==> config.mk <==
export PLATFORM = sky130hd
export DESIGN_NAME = dual_issue_alloc
export DESIGN_NICKNAME = d
export VERILOG_FILES = /design/src/rtl/issue_pair_pkg.sv /design/src/rtl/issue_uop_seq.sv /design/src/rtl/issue_pair_rules.sv /design/src/rtl/issue_pipe_map.sv /design/src/rtl/dual_issue_alloc.sv
export SDC_FILE = /design/constraint.sdc
export NUM_CORES = 1
export LEC_CHECK = 0
export ABC_AREA = 1
export CAP_MARGIN = 20
export CELL_PAD_IN_SITES_DETAIL_PLACEMENT = 0
export CELL_PAD_IN_SITES_GLOBAL_PLACEMENT = 1
export CORE_AREA = 2 2 39 41
export CTS_CLUSTER_DIAMETER = 80
export DETAILED_ROUTE_END_ITERATION = 16
export DIE_AREA = 0 0 41 43
export DONT_BUFFER_PORTS = 1
export PLACE_DENSITY = 0.5
export SYNTH_ARGS = -nofsm -noshare
export SYNTH_HDL_FRONTEND = slang
export SYNTH_SLANG_ARGS = --single-unit
==> constraint.sdc <==
create_clock -name clk -period 1.5 [get_ports clk]
set_clock_uncertainty 0.1 [all_clocks]
set_input_delay 0.15 -clock clk [delete_from_list [all_inputs] [get_ports clk]]
set_output_delay 0.15 -clock clk [all_outputs]
set_load 0.05 [all_outputs]
==> src/rtl/issue_pair_pkg.sv <==
package issue_pair_pkg;
   typedef enum logic [1:0] {
      CL_ALU    = 2'b00,
      CL_MEM    = 2'b01,
      CL_BRANCH = 2'b10,
      CL_OTHER  = 2'b11
   } iclass_e;

   localparam logic [1:0] PIPE_NONE = 2'b00;
   localparam logic [1:0] PIPE_ZERO = 2'b01;
   localparam logic [1:0] PIPE_ONE  = 2'b10;
   localparam logic [1:0] PIPE_BOTH = 2'b11;
endpackage

==> src/rtl/issue_uop_seq.sv <==
module issue_uop_seq #(
   parameter int UOP_MAX = 3,
   parameter int UW      = 2
) (
   input  logic          clk,
   input  logic          rst_n,
   input  logic          fire,
   input  logic [UW-1:0] cnt,
   output logic [UW-1:0] idx,
   output logic          last,
   output logic          lock
);
   logic [UW-1:0] idx_q;

   assign idx  = idx_q;
   assign last = (idx_q == UW'(cnt - UW'(1)));
   assign lock = !last;

   always_ff @(posedge clk or negedge rst_n) begin
      if (!rst_n)
         idx_q <= '0;
      else if (fire)
         idx_q <= last ? '0 : UW'(idx_q + UW'(1));
   end

   // each non-final issued micro-op moves the index up by one
   p_idx_step_r7: assert property (@(posedge clk) disable iff (!rst_n)
      (fire && !last) |=> (idx_q == UW'($past(idx_q) + UW'(1))));

   // the index stays inside the legal micro-op range
   p_idx_range_r7: assert property (@(posedge clk) disable iff (!rst_n)
      idx_q < UW'(UOP_MAX));

   // a final micro-op restarts the counter
   p_idx_wrap_r12: assert property (@(posedge clk) disable iff (!rst_n)
      (fire && last) |=> (idx_q == '0));
endmodule

==> src/rtl/issue_pair_rules.sv <==
module issue_pair_rules
   import issue_pair_pkg::*;
#(
   parameter int MEM_CAP = 1,
   parameter int BR_CAP  = 1
) (
   input  iclass_e cls0,
   input  iclass_e cls1,
   input  logic    s0_single,
   input  logic    s0_last,
   input  logic    s1_single,
   output logic    pair_ok
);
   logic mem_clash;
   logic br_clash;

   if (MEM_CAP < 1 || MEM_CAP > 2) begin : g_bad_mem
      $error("MEM_CAP must be 1 or 2");
   end
   if (BR_CAP < 1 || BR_CAP > 2) begin : g_bad_br
      $error("BR_CAP must be 1 or 2");
   end

   if (MEM_CAP == 1) begin : g_mem_cap
      assign mem_clash = (cls0 == CL_MEM) && (cls1 == CL_MEM) && s0_single;
   end else begin : g_mem_free
      assign mem_clash = 1'b0;
   end

   if (BR_CAP == 1) begin : g_br_cap
      assign br_clash = (cls0 == CL_BRANCH) && (cls1 == CL_BRANCH);
   end else begin : g_br_free
      assign br_clash = 1'b0;
   end

   assign pair_ok = s0_last && s1_single && !mem_clash && !br_clash;
endmodule

==> src/rtl/issue_pipe_map.sv <==
module issue_pipe_map
   import issue_pair_pkg::*;
(
   input  logic       g0,
   input  logic       g1,
   input  logic       lock,
   output logic [1:0] p0,
   output logic [1:0] p1
);
   always_comb begin
      p0 = PIPE_NONE;
      p1 = PIPE_NONE;
      if (g0) p0 = lock ? PIPE_BOTH : PIPE_ZERO;
      if (g1) p1 = PIPE_ONE;
   end
endmodule

==> src/rtl/dual_issue_alloc.sv <==
module dual_issue_alloc
   import issue_pair_pkg::*;
#(
   parameter  int UOP_MAX = 3,
   parameter  int MEM_CAP = 1,
   parameter  int BR_CAP  = 1,
   localparam int UW      = $clog2(UOP_MAX + 1)
) (
   input  logic          clk,
   input  logic          rst_n,
   input  logic          stall,
   input  logic          s0_valid,
   input  logic [1:0]    s0_class,
   input  logic [UW-1:0] s0_uops,
   input  logic          s0_block,
   input  logic          s1_valid,
   input  logic [1:0]    s1_class,
   input  logic [UW-1:0] s1_uops,
   input  logic          s1_block,
   output logic          s0_grant,
   output logic [1:0]    s0_pipes,
   output logic          s0_retire,
   output logic          s1_grant,
   output logic [1:0]    s1_pipes,
   output logic [UW-1:0] uop_idx
);
   if (UOP_MAX < 2) begin : g_bad_uops
      $error("UOP_MAX must be at least 2");
   end

   function automatic logic [UW-1:0] norm_cnt(input logic [UW-1:0] n);
      if (n == '0)             return UW'(1);
      if (n > UW'(UOP_MAX))    return UW'(UOP_MAX);
      return n;
   endfunction

   iclass_e       cls0, cls1;
   logic [UW-1:0] cnt0, cnt1;
   logic          seq_last, seq_lock, pair_ok;

   assign cls0 = iclass_e'(s0_class);
   assign cls1 = iclass_e'(s1_class);
   assign cnt0 = norm_cnt(s0_uops);
   assign cnt1 = norm_cnt(s1_uops);

   assign s0_grant  = rst_n && !stall && s0_valid && !s0_block;
   assign s1_grant  = s0_grant && s1_valid && !s1_block && pair_ok;
   assign s0_retire = s0_grant && seq_last;

   issue_uop_seq #(.UOP_MAX(UOP_MAX), .UW(UW)) u_seq (
      .clk  (clk),
      .rst_n(rst_n),
      .fire (s0_grant),
      .cnt  (cnt0),
      .idx  (uop_idx),
      .last (seq_last),
      .lock (seq_lock)
   );

   issue_pair_rules #(.MEM_CAP(MEM_CAP), .BR_CAP(BR_CAP)) u_rules (
      .cls0     (cls0),
      .cls1     (cls1),
      .s0_single(cnt0 == UW'(1)),
      .s0_last  (seq_last),
      .s1_single(cnt1 == UW'(1)),
      .pair_ok  (pair_ok)
   );

   issue_pipe_map u_map (
      .g0  (s0_grant),
      .g1  (s1_grant),
      .lock(seq_lock),
      .p0  (s0_pipes),
      .p1  (s1_pipes)
   );

   // nothing issues during reset
   p_reset_quiet_r1: assert property (@(posedge clk)
      !rst_n |-> (!s0_grant && !s1_grant));

   // younger slot never overtakes the older one
   p_in_order_r2: assert property (@(posedge clk) disable iff (!rst_n)
      s1_grant |-> s0_grant);

   // a paired older micro-op sits in pipe 0 only
   p_pair_pipes_r3: assert property (@(posedge clk) disable iff (!rst_n)
      s1_grant |-> (s0_pipes == PIPE_ZERO && s1_pipes == PIPE_ONE));

   // two single memory accesses never share a cycle
   p_mem_cap_r4: assert property (@(posedge clk) disable iff (!rst_n)
      (s0_grant && s1_grant && cls0 == CL_MEM && cls1 == CL_MEM)
         |-> (cnt0 != UW'(1)));

   // two branches never share a cycle
   p_br_cap_r5: assert property (@(posedge clk) disable iff (!rst_n)
      (s0_grant && cls0 == CL_BRANCH && cls1 == CL_BRANCH) |-> !s1_grant);

   // a locking micro-op issues alone
   p_lock_alone_r6: assert property (@(posedge clk) disable iff (!rst_n)
      (s0_pipes == PIPE_BOTH) |-> !s1_grant);

   // stall keeps the stage quiet and the sequence frozen
   p_stall_quiet_r9: assert property (@(posedge clk) disable iff (!rst_n)
      stall |-> (!s0_grant && !s1_grant));
   p_stall_hold_r9: assert property (@(posedge clk) disable iff (!rst_n)
      stall |=> $stable(uop_idx));

   // a multi-micro-op younger instruction stays put
   p_young_multi_r11: assert property (@(posedge clk) disable iff (!rst_n)
      (cnt1 != UW'(1)) |-> !s1_grant);
endmodule

[Word-level counts from Yosys, hierarchy flattened]
Index checks and enable logic that the tools add are counted.
Storage, ports and cells
  register bits: 2
  input bits: 15
Cells by class
  add/sub/neg operators: 2
  order comparisons: 2
  equality and inequality tests: 7
  muxes and demuxes: 18
  reduce and logical (&&, ||, !) cells: 20
Operator list (number)
  $mux 2: 12
  $logic_and 1x1->1: 13
  $eq 2x1->1 const B: 4
  $mux 1: 6
  $logic_not 1->1: 5
  $eq 2x2->1 const B: 2
  $gt 2x2->1 const B: 2
  $logic_not 2->1: 2
  $add 2x1->2 const B: 1
  $eq 2x2->1: 1
  $sub 2x1->2 const B: 1

[Longest topological paths before layout]
  depth in word-level cells: 12
  gate-level depth with buffers: 7
  depth with buffers taken out: 7

[Hierarchy]
A second synthesis with hierarchy kept.
Unflattened totals
  cell total of the unflattened synthesis: 56
  area, all modules: 309.0 um^2
Modules (own cells, without submodules)
  issue_uop_seq: times used 1, cells an instance 23, area each 163.9 um^2, sequential area each 50.0 um^2
  dual_issue_alloc: times used 1, cells an instance 14, area each 56.3 um^2, sequential area each 0.0 um^2
  issue_pair_rules: times used 1, cells an instance 13, area each 55.1 um^2, sequential area each 0.0 um^2
  issue_pipe_map: times used 1, cells an instance 6, area each 33.8 um^2, sequential area each 0.0 um^2

[Least setup slack after synthesis]
No wires, ideal clock.
  path type: reg2out
  start point: reg u_seq.idx_q[0], in the netlist u_seq.idx[0]
  end point: out s1_pipes[1]
  arrival time: 1.793 ns
  data required time: 1.250 ns
  setup slack: -0.543 ns
  stages on the path, launching flop included: 6
  path buffers: 1
  path through: dfrtp_1 nand3_1 nand2_2 nand3_2 nor2_2 buf_4
Between the ends
  longest elaborated chain between the ends: 6
Ends and longest elaborated chain
  start, declared: line issue_uop_seq.sv:13  | logic [UW-1:0] idx_q;
  start signal, assigned: line issue_uop_seq.sv:23  | idx_q <= last ? '0 : UW'(idx_q + UW'(1));
  $eq 2x2->1: line issue_uop_seq.sv:16  | assign last = (idx_q == UW'(cnt - UW'(1)));
  $logic_and 1x1->1 (3 in a row): line issue_pair_rules.sv:36  | assign pair_ok = s0_last && s1_single && !mem_clash && !br_clash;
  $logic_and 1x1->1: line dual_issue_alloc.sv:47  | assign s1_grant = s0_grant && s1_valid && !s1_block && pair_ok;
  via s1_grant: line dual_issue_alloc.sv:23  | output logic s1_grant,
  $mux 2: line issue_pipe_map.sv:14  | if (g1) p1 = PIPE_ONE;
  end, declared: line dual_issue_alloc.sv:24  | output logic [1:0] s1_pipes,
The timed path passes the listed nets, and every way through them passes these cells.

[Worst setup path in the final report]
  start point: reg u_seq.idx_q[1], in the netlist u_seq.idx[1]
  end point: out s1_pipes[1]
Same word-level chain as after synthesis.

==> results.sh <==
export IMPL_yosysUniqueCellTypes=14
export IMPL_leakage_nw=0.2509
export IMPL_crit_chain="inv_2 > nand2_2 > nand2_4 > nand3_4 > nor2_4 > buf_12"
export IMPL_whs_ns=0.06159
export IMPL_post_route_period_util=0.9812
export IMPL_via_per_inst=4.215
export IMPL_synth_area_top_cells="nand2_1 (20%), dfrtp_1 (19%), inv_1 (12%), nand3_1 (9.7%), buf_4 (8.7%)"
export IMPL_switchingPower_mw=0.3048
export IMPL_synth_nets=61
export IMPL_grtUsageTotal=0.1070
export IMPL_place_area_um2=360.3
export IMPL_grt_pass1_vias=342
export IMPL_pin_count=24
export IMPL_grt_overflow=0
export IMPL_powerDensity_nw_per_um2=1383
export IMPL_syn_inst=46
export IMPL_crit_fanout=3
export IMPL_critPathSlowestCell="dfrtp_2"
export IMPL_drive_gt1_frac=0.5714
export IMPL_grt_max_degree=6
export IMPL_cts_max_path_buffers=2
export IMPL_critPathMaxStageDelay_ns=0.42
export IMPL_area_delta_synth_final_pct=91.30
export IMPL_layout_nets=80
export IMPL_ant_nets=0
export IMPL_ys_ff_latch=2
export IMPL_clock_sinks=2
export IMPL_fin_tns_setup_ns=0
export IMPL_largest_register_ffs=2
export IMPL_core_area_um2=1384
export IMPL_comb_power_share=0.673
export IMPL_drtIter0Drc=0
export IMPL_layout_common_cells="buf_4 (13), nand2_1 (12), inv_1 (6)"
export IMPL_arrival_ns=1.22
export IMPL_p_int_mw=0.3805
export IMPL_final_common_cell="buf_4"
export IMPL_ys_warn_count=0
export IMPL_routed_wl_um=729
export IMPL_fillCellCount=159
export IMPL_drt_pass1_iter_count=1
export IMPL_synth_seq_area_share=0.1932
export IMPL_worstHoldPathType="input pin to async pin"
export IMPL_finish_instance_area_um2=495.5
export IMPL_report_final_slew_viol_count=0
export IMPL_final_cell_count_no_fill=79
export IMPL_portBuffers=0
export IMPL_grt_pass1_wl_mm=1.242
export IMPL_power_mw=0.6853
export IMPL_outcome="complete, no violations"
export IMPL_required_ns=1.25
export IMPL_fmax_mhz=679.4
export IMPL_cap_violations=0
export IMPL_drc=0
export IMPL_dieArea_um2=1763
export IMPL_synth_top_cell_area_share=0.2029
export IMPL_synthesis_area_um2=259.0
export IMPL_core_rowCount=14
export IMPL_die_y_um=43
export IMPL_tritoncts="yes"
export IMPL_placedCellCount=65
export IMPL_cp_buffers_inverters=2
export IMPL_setup_violations=0
export IMPL_vias=333
export IMPL_start_kind="flip-flop"
export IMPL_clkTransAtPathRegs_ns=0.03
export IMPL_grt_antenna_before_repair=0
export IMPL_yosysTopAreaCell="nand2_1"
export IMPL_switching_share=0.4448
export IMPL_gp_congestion=0.6549
export IMPL_die_width_um=41
export IMPL_crit_family="flip-flops"
export IMPL_clkPwrFrac=0.171
export IMPL_critPathKind="flip-flop to output pin"
export IMPL_cts_root_buffer="clkbuf_4"
export IMPL_r2r_slack_ns=0.04
export IMPL_insertedDiodeCount=0
export IMPL_htreeDepth=1
export IMPL_rsz0062_at_grt="true"
export IMPL_clock_latency_ns=0.22
export IMPL_finalHoldViolations=0
export IMPL_start_util=0.1872
export IMPL_period_needed_ns=1.472
export IMPL_critPathCaptureType="output pin"
export IMPL_ir_drop_v=0.0003067
export IMPL_power_frac_seq=0.156
export IMPL_syn_avg_cell_area_um2=5.630
export IMPL_dpl_hpwl_um=520.8
export IMPL_wl_per_cell_um=9.228
export IMPL_cts_buffers=3
[logic make-up after synthesis]
logic type / count (synthesis) / synth area share
DFF: 2 / 0.1932
and+or+nand+nor: 30 / 0.5507
other: 1 / 0.01448
AOI/OAI and AO/OA: 1 / 0.01931
buffers and inverters: 12 / 0.2222
[cell usage after synthesis, drive strengths merged]
library cell / n
nor3: 2
clkinv: 1
dfrtp: 2
inv: 8
buf: 3
nand3: 6
nand2: 17
conb: 1
a21oi: 1
nand4: 1
nor2: 4
[layer usage]
| metal | wire length (um) | track usage | vias up |
|---|---|---|---|
| met4 | 0 | 0.08000 | 0 |
| li1 | - | - | 171 |
| met1 | 254 | 0.1143 | 144 |
| met5 | 0 | 0 | - |
| met3 | 69 | 0.02094 | 0 |
| met2 | 405 | 0.1719 | 18 |
[worst register-to-register path: stages (launching register included)]
cell and delay (ns):
dfrtp_2 0.38, inv_2 0.05, buf_4 0.12, buf_4 0.12
buf_4 0.12, buf_4 0.12, buf_4 0.12, nand4_1 0.07
nand2_1 0.06, nand2_1 0.06, inv_1 0.03
[power groups by stage]
stage               clock, mW  combinational (mW)  sequential [mW]
CTS                     0.123               0.455            0.108
global route            0.134               0.506            0.111
detailed placement          0               0.269            0.109
floorplan                   0               0.121            0.187
global placement            0               0.270            0.110
finish                  0.117               0.461            0.107
[per-stage QoR]
stage / util / worst slack [ns]
after floorplan: - / -0.1152
after detailed placement: 0.2604 / 0.1992
after global placement: 0.2604 / 0.2010
final: 0.3580 / 0.02821
after CTS: 0.3562 / -0.01809
after global routing: 0.3580 / -0.03693
[path summary, 6_finish.rpt]
check | from | depth (start not counted) | endpoint
worst max-delay path | u_seq.idx[1] | 6 | s1_pipes[1]
worst min-delay path | rst_n | 1 | u_seq.idx[1]
max in group asynchronous | rst_n | 1 | u_seq.idx[0]
worst min register to register | u_seq.idx[0] | 6 | u_seq.idx[1]
min in group clk | s0_block | 4 | u_seq.idx[0]
worst max register to register | u_seq.idx[1] | 10 | u_seq.idx[1]
[repair_timing]
item	4_1_cts	5_1_grt
setup endpoints to repair	2	5
endpoints found under the hold margin	2	0
buffers inserted	11	0
pin swaps	5	5
resized for setup	4	2
hold buffers	1	0
[final cells by class]
| cell class | instances | area (um^2) | share of cell area |
|---|---|---|---|
| Multi-Input combinational cell | 32 | 197.7 | 0.3990 |
| Timing Repair Buffer | 17 | 167.7 | 0.3384 |
| Sequential cell | 2 | 52.55 | 0.1061 |
| Inverter | 9 | 35.03 | 0.07071 |
| Clock buffer | 3 | 22.52 | 0.04545 |
| Tap cell | 16 | 20.02 | 0.04040 |
(Power assumes the default switching activity.)
